$ cat config.mk
export PLATFORM = sky130hd
export DESIGN_NAME = xt_disk_host_if
export DESIGN_NICKNAME = d
export VERILOG_FILES = /design/src/rtl/xtd_pkg.sv /design/src/rtl/xtd_dcb_collect.sv /design/src/rtl/xtd_phase_ctrl.sv /design/src/rtl/xtd_tx_hold.sv /design/src/rtl/xtd_status_gen.sv /design/src/rtl/xt_disk_host_if.sv
export SDC_FILE = /design/constraint.sdc
export NUM_CORES = 1
export LEC_CHECK = 0
export BUFFER_PORTS_ARGS = -buffer_cell sky130_fd_sc_hd__buf_2
export CAP_MARGIN = 20
export CORE_ASPECT_RATIO = 0.5
export CORE_UTILIZATION = 34
export CTS_BUF_LIST = sky130_fd_sc_hd__clkbuf_8 sky130_fd_sc_hd__clkbuf_16
export DETAILED_ROUTE_END_ITERATION = 10
export PLACE_DENSITY = 0.66
export SYNTH_ARGS = -nofsm -noshare
export SYNTH_HDL_FRONTEND = slang
export SYNTH_SLANG_ARGS = --single-unit
$ cat constraint.sdc
create_clock -name clk -period 1.54 [get_ports clk]
set_clock_uncertainty 0.1 [all_clocks]
set_input_delay 0.154 -clock clk [delete_from_list [all_inputs] [get_ports clk]]
set_output_delay 0.154 -clock clk [all_outputs]
set_load 0.02 [all_outputs]
$ cat src/rtl/xtd_pkg.sv
package xtd_pkg;
  typedef enum logic [2:0] {
    PH_IDLE = 3'd0,
    PH_CMD  = 3'd1,
    PH_HAND = 3'd2,
    PH_EXEC = 3'd3,
    PH_DONE = 3'd4
  } xtd_phase_e;

  localparam int ST_REQ = 0;
  localparam int ST_IO  = 1;
  localparam int ST_CD  = 2;
  localparam int ST_BSY = 3;
  localparam int ST_DRQ = 4;
  localparam int ST_IRQ = 5;
  localparam int ST_ACT = 7;

  localparam logic [1:0] OFS_DATA = 2'd0;
  localparam logic [1:0] OFS_CTRL = 2'd1;
  localparam logic [1:0] OFS_SEL  = 2'd2;
  localparam logic [1:0] OFS_MASK = 2'd3;

  localparam int MASK_DMA_BIT = 0;
  localparam int MASK_IRQ_BIT = 1;
  localparam int COMP_ERR_BIT = 1;
  localparam int COMP_DRV_BIT = 5;
  localparam int DRV_SEL_BYTE = 1;
  localparam int DRV_SEL_BIT  = 5;

  localparam logic [7:0] SENSE_NONE   = 8'h00;
  localparam logic [7:0] SENSE_BADCMD = 8'h20;
  localparam logic [7:0] OPEN_BUS     = 8'hFF;
endpackage

$ cat src/rtl/xtd_dcb_collect.sv
module xtd_dcb_collect #(
  parameter int NB = 6,
  parameter int DW = 8
) (
  input  logic            clk,
  input  logic            rst_n,
  input  logic            arm,
  input  logic            abort,
  input  logic            wr_en,
  input  logic [DW-1:0]   wr_data,
  output logic            collecting,
  output logic            last_byte,
  output logic [NB*DW-1:0] dcb_flat
);
  localparam int IW = $clog2(NB + 1);
  localparam logic [IW-1:0] LAST_IDX = IW'(NB - 1);

  logic [IW-1:0] idx_q;
  logic          take;

  assign take      = wr_en && collecting;
  assign last_byte = take && (idx_q == LAST_IDX);

  always_ff @(posedge clk) begin
    if (!rst_n) begin
      collecting <= 1'b0;
      idx_q      <= '0;
    end else if (abort) begin
      collecting <= 1'b0;
      idx_q      <= '0;
    end else if (arm) begin
      collecting <= 1'b1;
      idx_q      <= '0;
    end else if (take) begin
      idx_q <= idx_q + 1'b1;
      if (idx_q == LAST_IDX) collecting <= 1'b0;
    end
  end

  for (genvar i = 0; i < NB; i++) begin : g_byte
    logic [DW-1:0] byte_q;
    always_ff @(posedge clk) begin
      if (!rst_n) byte_q <= '0;
      else if (!abort && !arm && take && idx_q == IW'(i)) byte_q <= wr_data;
    end
    assign dcb_flat[i*DW +: DW] = byte_q;
  end
endmodule

$ cat src/rtl/xtd_phase_ctrl.sv
module xtd_phase_ctrl
  import xtd_pkg::*;
#(
  parameter int DW = 8
) (
  input  logic          clk,
  input  logic          rst_n,
  input  logic          sel_wr,
  input  logic          rst_wr,
  input  logic          data_rd,
  input  logic          reject,
  input  logic          last_byte,
  input  logic          dcb_ready,
  input  logic          eng_done,
  input  logic          eng_err,
  input  logic [DW-1:0] eng_sense,
  input  logic          irq_en,
  output xtd_phase_e    phase,
  output logic          irq_pend,
  output logic          comp_err,
  output logic [DW-1:0] sense
);
  always_ff @(posedge clk) begin
    if (!rst_n) begin
      phase    <= PH_IDLE;
      irq_pend <= 1'b0;
      comp_err <= 1'b0;
      sense    <= DW'(SENSE_NONE);
    end else if (rst_wr) begin
      phase    <= PH_IDLE;
      irq_pend <= 1'b0;
      sense    <= DW'(SENSE_NONE);
    end else if (sel_wr) begin
      phase    <= PH_CMD;
      irq_pend <= 1'b0;
      comp_err <= 1'b0;
    end else begin
      if (reject) begin
        comp_err <= 1'b1;
        sense    <= DW'(SENSE_BADCMD);
      end
      if (data_rd) irq_pend <= 1'b0;
      case (phase)
        PH_CMD:  if (last_byte) phase <= PH_HAND;
        PH_HAND: if (dcb_ready) phase <= PH_EXEC;
        PH_EXEC: if (eng_done) begin
          phase <= PH_DONE;
          if (eng_err) begin
            comp_err <= 1'b1;
            sense    <= eng_sense;
          end
          if (irq_en) irq_pend <= 1'b1;
        end
        PH_DONE: if (data_rd) phase <= PH_IDLE;
        default: phase <= PH_IDLE;
      endcase
    end
  end
endmodule

$ cat src/rtl/xtd_tx_hold.sv
module xtd_tx_hold #(
  parameter int DW = 8
) (
  input  logic          clk,
  input  logic          rst_n,
  input  logic          flush,
  input  logic          open_win,
  input  logic          tx_valid,
  input  logic [DW-1:0] tx_data,
  input  logic          pop,
  output logic          tx_ready,
  output logic          held,
  output logic [DW-1:0] held_byte
);
  assign tx_ready = open_win && !held;

  always_ff @(posedge clk) begin
    if (!rst_n) begin
      held      <= 1'b0;
      held_byte <= '0;
    end else if (flush) begin
      held <= 1'b0;
    end else if (tx_valid && tx_ready) begin
      held      <= 1'b1;
      held_byte <= tx_data;
    end else if (pop && held) begin
      held <= 1'b0;
    end
  end
endmodule

$ cat src/rtl/xtd_status_gen.sv
module xtd_status_gen
  import xtd_pkg::*;
#(
  parameter int DW = 8
) (
  input  xtd_phase_e    phase,
  input  logic          held,
  input  logic          dma_en,
  input  logic          irq_pend,
  input  logic [DW-1:0] held_byte,
  input  logic          comp_err,
  input  logic          drv_sel,
  input  logic [1:0]    rd_addr,
  output logic          drq,
  output logic [DW-1:0] rdata
);
  logic [7:0] status_full;
  logic [7:0] comp_byte;

  always_comb begin
    status_full = '0;
    case (phase)
      PH_CMD: begin
        status_full[ST_REQ] = 1'b1;
        status_full[ST_CD]  = 1'b1;
        status_full[ST_BSY] = 1'b1;
      end
      PH_HAND: status_full[ST_BSY] = 1'b1;
      PH_EXEC: begin
        status_full[ST_BSY] = 1'b1;
        status_full[ST_REQ] = held;
        status_full[ST_IO]  = held;
        status_full[ST_DRQ] = held && dma_en;
      end
      PH_DONE: begin
        status_full[ST_REQ] = 1'b1;
        status_full[ST_IO]  = 1'b1;
        status_full[ST_CD]  = 1'b1;
        status_full[ST_BSY] = 1'b1;
        status_full[ST_IRQ] = irq_pend;
      end
      default: status_full = '0;
    endcase
    status_full[ST_ACT] = (phase != PH_IDLE);
  end

  assign drq = status_full[ST_DRQ];

  always_comb begin
    comp_byte = '0;
    comp_byte[COMP_DRV_BIT] = drv_sel;
    comp_byte[COMP_ERR_BIT] = comp_err;
  end

  always_comb begin
    case (rd_addr)
      OFS_DATA: begin
        if (phase == PH_DONE)              rdata = DW'(comp_byte);
        else if (phase == PH_EXEC && held) rdata = held_byte;
        else                               rdata = DW'(OPEN_BUS);
      end
      OFS_CTRL: begin
        rdata = DW'(status_full);
        rdata[ST_ACT] = 1'b0;
      end
      default:  rdata = DW'(OPEN_BUS);
    endcase
  end
endmodule

$ cat src/rtl/xt_disk_host_if.sv
module xt_disk_host_if
  import xtd_pkg::*;
#(
  parameter int NB = 6,
  parameter int DW = 8
) (
  input  logic             clk,
  input  logic             rst_n,
  input  logic [1:0]       io_addr,
  input  logic             io_wr,
  input  logic             io_rd,
  input  logic [DW-1:0]    io_wdata,
  output logic [DW-1:0]    io_rdata,
  output logic             irq,
  output logic             drq,
  output logic             dcb_valid,
  input  logic             dcb_ready,
  output logic [NB*DW-1:0] dcb_bytes,
  input  logic             eng_done,
  input  logic             eng_err,
  input  logic [DW-1:0]    eng_sense,
  input  logic             tx_valid,
  output logic             tx_ready,
  input  logic [DW-1:0]    tx_data,
  output logic [DW-1:0]    sense_code
);
  logic       data_wr, data_rd, sel_wr, rst_wr, mask_wr;
  logic [1:0] mask_q;
  logic       collecting, last_byte, reject;
  logic       irq_pend, comp_err, held;
  logic [DW-1:0] held_byte;
  xtd_phase_e phase;

  assign data_wr = io_wr && io_addr == OFS_DATA;
  assign rst_wr  = io_wr && io_addr == OFS_CTRL;
  assign sel_wr  = io_wr && io_addr == OFS_SEL;
  assign mask_wr = io_wr && io_addr == OFS_MASK;
  assign data_rd = io_rd && io_addr == OFS_DATA;
  assign reject  = data_wr && !collecting && !sel_wr && !rst_wr;

  always_ff @(posedge clk) begin
    if (!rst_n)       mask_q <= '0;
    else if (mask_wr) mask_q <= io_wdata[1:0];
  end

  xtd_dcb_collect #(.NB(NB), .DW(DW)) u_collect (
    .clk(clk), .rst_n(rst_n), .arm(sel_wr), .abort(rst_wr),
    .wr_en(data_wr), .wr_data(io_wdata),
    .collecting(collecting), .last_byte(last_byte), .dcb_flat(dcb_bytes)
  );

  xtd_phase_ctrl #(.DW(DW)) u_phase (
    .clk(clk), .rst_n(rst_n), .sel_wr(sel_wr), .rst_wr(rst_wr),
    .data_rd(data_rd), .reject(reject), .last_byte(last_byte),
    .dcb_ready(dcb_ready), .eng_done(eng_done), .eng_err(eng_err),
    .eng_sense(eng_sense), .irq_en(mask_q[MASK_IRQ_BIT]),
    .phase(phase), .irq_pend(irq_pend), .comp_err(comp_err), .sense(sense_code)
  );

  xtd_tx_hold #(.DW(DW)) u_tx (
    .clk(clk), .rst_n(rst_n), .flush(sel_wr || rst_wr),
    .open_win(phase == PH_EXEC), .tx_valid(tx_valid), .tx_data(tx_data),
    .pop(data_rd && phase == PH_EXEC),
    .tx_ready(tx_ready), .held(held), .held_byte(held_byte)
  );

  xtd_status_gen #(.DW(DW)) u_status (
    .phase(phase), .held(held), .dma_en(mask_q[MASK_DMA_BIT]),
    .irq_pend(irq_pend), .held_byte(held_byte), .comp_err(comp_err),
    .drv_sel(dcb_bytes[DRV_SEL_BYTE*DW + DRV_SEL_BIT]), .rd_addr(io_addr),
    .drq(drq), .rdata(io_rdata)
  );

  assign irq       = irq_pend;
  assign dcb_valid = (phase == PH_HAND);
endmodule

==> report_table.html <==
<table>
<tr><th>Metric</th><th>Value</th></tr>
<tr><th colspan="2">Final layout</th></tr>
<tr><td>Number of inserted diodes</td><td>0</td></tr>
<tr><td>Synthesis-to-layout area growth</td><td>53.5%</td></tr>
<tr><td>Non-filler instance count after layout</td><td>636</td></tr>
<tr><td>Fill cell count</td><td>~860</td></tr>
<tr><td>Proportion of layout cells with a drive suffix above 1</td><td>0.419</td></tr>
<tr><td>Leading cell type in the layout, fill and taps excluded</td><td>sky130_fd_sc_hd__buf_2</td></tr>
<tr><td>Commonest non-fill, non-tap cells in the layout</td><td>sky130_fd_sc_hd__buf_2, sky130_fd_sc_hd__dfxtp_1, sky130_fd_sc_hd__mux2i_1, sky130_fd_sc_hd__nor2b_1, sky130_fd_sc_hd__nand2_1</td></tr>
<tr><td>Net count, final</td><td>535</td></tr>
<tr><th colspan="2">Clocking</th></tr>
<tr><td>Maximum count of clock buffers along a single path</td><td>2</td></tr>
<tr><td>Worst-Skew Late Latency</td><td>roughly 330 ps</td></tr>
<tr><td>Clock slew at reported path FFs</td><td>60 ps</td></tr>
<tr><td>Sink Count</td><td>76</td></tr>
<tr><td>CTS root buffer</td><td>sky130_fd_sc_hd__clkbuf_16</td></tr>
<tr><td>TritonCTS clock tree</td><td>built</td></tr>
<tr><td>Number of buffers created by CTS</td><td>9</td></tr>
<tr><td>Htree depth</td><td>3</td></tr>
<tr><th colspan="2">STA</th></tr>
<tr><td>Top achievable clock speed</td><td>517 MHz</td></tr>
<tr><td>Final setup slack of the worst path</td><td>-396 ps</td></tr>
<tr><td>Slew margin rel.</td><td>0.663</td></tr>
<tr><td>Unrepaired setup endpoints after global routing</td><td>yes</td></tr>
<tr><td>Max Transition Viols Final</td><td>0</td></tr>
<tr><td>Setup violators final</td><td>28</td></tr>
<tr><td>Tightest Pin Transition</td><td>between 500 and 600 ps</td></tr>
<tr><td>Post-route fraction of the period consumed by the critical path</td><td>1.26</td></tr>
<tr><td>Accumulated negative setup slack</td><td>-5220 ps</td></tr>
<tr><td>Hold violation total from the final report</td><td>0</td></tr>
<tr><td>Post-route minimum period</td><td>roughly 1900 ps</td></tr>
<tr><th colspan="2">Global routing</th></tr>
<tr><td>All-layer global routing usage</td><td>0.179</td></tr>
<tr><td>Maximum number of pins on one net before global-route repair</td><td>between 40 and 50</td></tr>
<tr><td>GRT overflow</td><td>0</td></tr>
<tr><td>Via count of the first global-routing pass</td><td>approximately 2800</td></tr>
<tr><td>Number of antenna violations at the first check in global routing</td><td>0</td></tr>
<tr><td>Global-route wire length before repair</td><td>between 10000 and 15000 um</td></tr>
<tr><th colspan="2">Logic synthesis</th></tr>
<tr><td>Gate count after technology mapping</td><td>roughly 350</td></tr>
<tr><td>Synth Area in Adders</td><td>0.0188</td></tr>
<tr><td>Flip-flop and latch count after synthesis</td><td>76</td></tr>
<tr><td>Post-synthesis instance area</td><td>about 0.0033 mm^2</td></tr>
<tr><td>Nets in the synthesized netlist</td><td>385</td></tr>
<tr><td>Number of synthesized flops with an enable pin</td><td>0</td></tr>
<tr><td>Yosys cell types</td><td>44</td></tr>
<tr><td>Fraction of post-synthesis cell area in the top cell type by area</td><td>0.457</td></tr>
<tr><td>Count of synthesis-stage warnings from yosys</td><td>0</td></tr>
<tr><td>Average cell area after synthesis</td><td>about 9.6 um^2</td></tr>
<tr><td>Combinational family with the most area after synthesis</td><td>simple AND/OR/NAND/NOR gates</td></tr>
<tr><td>Portion of netlist area occupied by mux cells</td><td>0.157</td></tr>
<tr><td>Post-Synth Simple-Gate Area</td><td>0.213</td></tr>
<tr><td>Ys async rst share</td><td>0</td></tr>
<tr><td>Fraction of the mapped netlist area in compound gates</td><td>0.109</td></tr>
<tr><td>Top post-synthesis cells by area</td><td>sky130_fd_sc_hd__dfxtp_1, sky130_fd_sc_hd__mux2i_1, sky130_fd_sc_hd__nor2b_1</td></tr>
<tr><td>Main flop type after synthesis</td><td>sky130_fd_sc_hd__dfxtp_1</td></tr>
<tr><td>Sequential-to-total area share from yosys stat</td><td>0.457</td></tr>
<tr><td>Post-synthesis share of cell area spent on xor and xnor gates</td><td>0.0101</td></tr>
<tr><td>Largest area contributor in the netlist</td><td>sky130_fd_sc_hd__dfxtp_1</td></tr>
<tr><th colspan="2">Floorplan</th></tr>
<tr><td>Placement row count</td><td>25</td></tr>
<tr><td>CORE AREA</td><td>roughly 0.0095 mm^2</td></tr>
<tr><td>DIE WIDTH</td><td>~140 um</td></tr>
<tr><td>Die Y-Extent</td><td>72 um</td></tr>
<tr><td>Starting density of the core</td><td>0.352</td></tr>
<tr><td>Ports</td><td>102</td></tr>
<tr><td>Area of the die</td><td>between 0.01 and 0.015 mm^2</td></tr>
<tr><th colspan="2">Setup path</th></tr>
<tr><td>Worst path cell trace</td><td>and3b_2 -&gt; nand2_2 -&gt; or3_1 -&gt; a311o_1 -&gt; buf_2</td></tr>
<tr><td>Worst Path Max Fanout</td><td>2</td></tr>
<tr><td>Crit path launch type</td><td>flop</td></tr>
<tr><td>Worst Path Arrival</td><td>around 1700 ps</td></tr>
<tr><td>Type of the worst setup path</td><td>flop to primary output</td></tr>
<tr><td>Kind of end point of the critical path</td><td>primary output</td></tr>
<tr><td>Worst path max stage delay</td><td>around 300 ps</td></tr>
<tr><td>Slowest cell on crit path</td><td>sky130_fd_sc_hd__dfxtp_1</td></tr>
<tr><td>Capture instance of the worst register-to-register path</td><td>u_tx.held_byte[4]$_SDFFE_PN0P_</td></tr>
<tr><td>Depth of the most critical reg-to-reg path</td><td>8</td></tr>
<tr><td>Required arrival time at the worst endpoint</td><td>1290 ps</td></tr>
<tr><td>Slack of the worst reg-to-reg path</td><td>-180 ps</td></tr>
<tr><td>Startpoint of the worst register-to-register path</td><td>u_phase.phase[1]$_SDFFE_PP0P_</td></tr>
<tr><th colspan="2">Pwr</th></tr>
<tr><td>Power Dens Cells</td><td>~860 mW/mm^2</td></tr>
<tr><td>Cell leakage power</td><td>approximately 2.2 nW</td></tr>
<tr><td>Worst voltage drop across the vdd grid</td><td>between 0.0005 and 0.0006 V</td></tr>
<tr><td>Overall power after layout</td><td>~4.4 mW</td></tr>
<tr><th colspan="2">Drt</th></tr>
<tr><td>First-pass DRT Iterations</td><td>4</td></tr>
<tr><td>Met2 Wirelength</td><td>between 4000 and 5000 um</td></tr>
<tr><td>Residual DRC</td><td>0</td></tr>
<tr><td>Number of nets still failing antenna checks after routing</td><td>0</td></tr>
<tr><td>DR iter-0 viols</td><td>between 100 and 150</td></tr>
<tr><td>Routed wire length on met3</td><td>roughly 310 um</td></tr>
<tr><td>Routed length per placed instance</td><td>about 14 um</td></tr>
<tr><td>Routed length on met1</td><td>4180 um</td></tr>
<tr><td>Sum of routed wire length over all layers</td><td>9180 um</td></tr>
<tr><td>Count of vias placed by the detailed router</td><td>a little under 3000</td></tr>
<tr><td>Topmost layer with routed signal wires</td><td>met4</td></tr>
<tr><td>DR vias/cell</td><td>between 4 and 5</td></tr>
<tr><th colspan="2">Placement</th></tr>
<tr><td>Number of placed cells counting well taps</td><td>just under 600</td></tr>
<tr><td>RePlAce Congestion</td><td>slightly above 0.8</td></tr>
<tr><td>Final HPWL from detailed placement</td><td>6060 um</td></tr>
<tr><td>Buffers on Ports</td><td>slightly above 100</td></tr>
<tr><th colspan="2">Run status</th></tr>
<tr><td>Outcome</td><td>finished with violations</td></tr>
<tr><td>Violations in the final reports</td><td>setup timing</td></tr>
<tr><th colspan="2">Hold path</th></tr>
<tr><td>Worst hold stages</td><td>3</td></tr>
<tr><td>Tightest Hold Check Type</td><td>input port to flop</td></tr>
<tr><td>Terminating pin of the worst hold path</td><td>u_collect.g_byte[5].byte_q[6]$_SDFFE_PN0P_</td></tr>
<tr><td>Hold Startpoint</td><td>io_wdata[6]</td></tr>
<tr><th colspan="2">Flow run</th></tr>
<tr><td>Number of violations of the max-capacitance limit</td><td>0</td></tr>
</table>
area by class of cell:
type	count	area, um^2	share of cell area
clock buffer	12	267	0.0521
clock inverter	4	30.0	0.00587
inverter	5	18.8	0.00367
multi-input combinational	244	1910	0.374
sequential	76	1530	0.299
tap	135	169	0.0330
timing repair buffer	160	1190	0.233
through the flow:
stage | hold WS (ps) | utilization | worst slack (ps) | area (um^2)
floorplan | 199 | - | -71.6 | 3350
global placement | 312 | 0.446 | -21.2 | 4220
detailed placement | 318 | 0.446 | -32.6 | 4220
CTS | 23.8 | 0.520 | -383 | 4930
global route | 37.8 | 0.540 | -470 | 5110
finish | 34.9 | 0.540 | -396 | 5110
state kept, by name, indices dropped and copies added (netlist names):
signal / cells
u_collect.collecting: 1
u_collect.g_byte.byte_q: 48
u_collect.idx_q: 3
u_phase.phase: 3
u_phase.comp_err: 1
u_tx.held: 1
u_phase.irq_pend: 1
mask_q: 2
u_phase.sense: 8
u_tx.held_byte: 8
worst max-delay path by stage:
stage / start / end / depth (start not counted)
after floorplan: u_phase.phase[1]$_SDFFE_PP0P_ / io_rdata[1] / 5
after global placement: u_phase.phase[2]$_SDFFE_PP0P_ / io_rdata[1] / 5
after detailed placement: u_phase.phase[2]$_SDFFE_PP0P_ / u_tx.held_byte[4]$_SDFFE_PN0P_ / 6
after CTS: u_phase.phase[2]$_SDFFE_PP0P_ / io_rdata[1] / 5
after global routing: u_phase.phase[1]$_SDFFE_PP0P_ / io_rdata[1] / 5
final: u_phase.phase[2]$_SDFFE_PP0P_ / io_rdata[1] / 5
logic make-up after synthesis:
family,Yosys count
AO/OA/AOI/OAI,53
XOR/XNOR,3
adder cells (fa/ha/maj),5
buffers and inverters,26
flip-flops,76
multiplexers,52
AND/OR/NAND/NOR,131
critical path: cells and delay by family, from the launching register on:
family	cells	cell delay, ps
flops	1	300
compound gates	1	280
buf+inv	1	170
simple gates	3	600
synth_stat cells, types with 2 or more instances:
| library cell | number |
|---|---|
| sky130_fd_sc_hd__a31oi_1 | 2 |
| sky130_fd_sc_hd__mux2i_1 | 50 |
| sky130_fd_sc_hd__inv_1 | 5 |
| sky130_fd_sc_hd__dfxtp_1 | 76 |
| sky130_fd_sc_hd__nor3_1 | 2 |
| sky130_fd_sc_hd__or3_1 | 2 |
| sky130_fd_sc_hd__clkbuf_1 | 12 |
| sky130_fd_sc_hd__nand3_2 | 2 |
| sky130_fd_sc_hd__nand2b_1 | 4 |
| sky130_fd_sc_hd__nor2_1 | 12 |
| sky130_fd_sc_hd__a211oi_1 | 2 |
| sky130_fd_sc_hd__nand3b_1 | 2 |
| sky130_fd_sc_hd__o21ai_0 | 11 |
| sky130_fd_sc_hd__xnor2_1 | 2 |
| sky130_fd_sc_hd__o22ai_1 | 8 |
| sky130_fd_sc_hd__o21a_1 | 2 |
| sky130_fd_sc_hd__and4_1 | 2 |
| sky130_fd_sc_hd__ha_1 | 5 |
| sky130_fd_sc_hd__nor2b_1 | 51 |
| sky130_fd_sc_hd__mux2_2 | 2 |
| sky130_fd_sc_hd__a22oi_1 | 2 |
| sky130_fd_sc_hd__buf_4 | 2 |
| sky130_fd_sc_hd__a21boi_0 | 9 |
| sky130_fd_sc_hd__nor3b_1 | 2 |
| sky130_fd_sc_hd__a21oi_1 | 10 |
| sky130_fd_sc_hd__buf_2 | 5 |
| sky130_fd_sc_hd__and3_1 | 4 |
| sky130_fd_sc_hd__nand2_1 | 41 |
| sky130_fd_sc_hd__nand3_1 | 2 |
what timing repair did:
item / CTS / global route
cloned: 0 / 0
resized for setup: 40 / 48
pin swaps: 11 / 10
endpoints found under the setup margin: 20 / 55
hold buffers: 16 / 0
endpoints found under the hold margin: 16 / 0
setup buffers: 11 / 3
per-layer routing:
metal	GRT usage	vias to the layer above
met3	0.0429	14
li1	-	1484
met5	0	-
met4	0.0717	0
met2	0.303	58
met1	0.222	1372
power breakdown:
group          total (mW)  internal (mW)  switching, mW  leakage, nW
registers            1.98           1.98        0.00606        0.615
clock network        2.05           1.23          0.823        0.146
logic               0.380          0.188          0.192         1.41
Power figures use the tool's default switching activity.
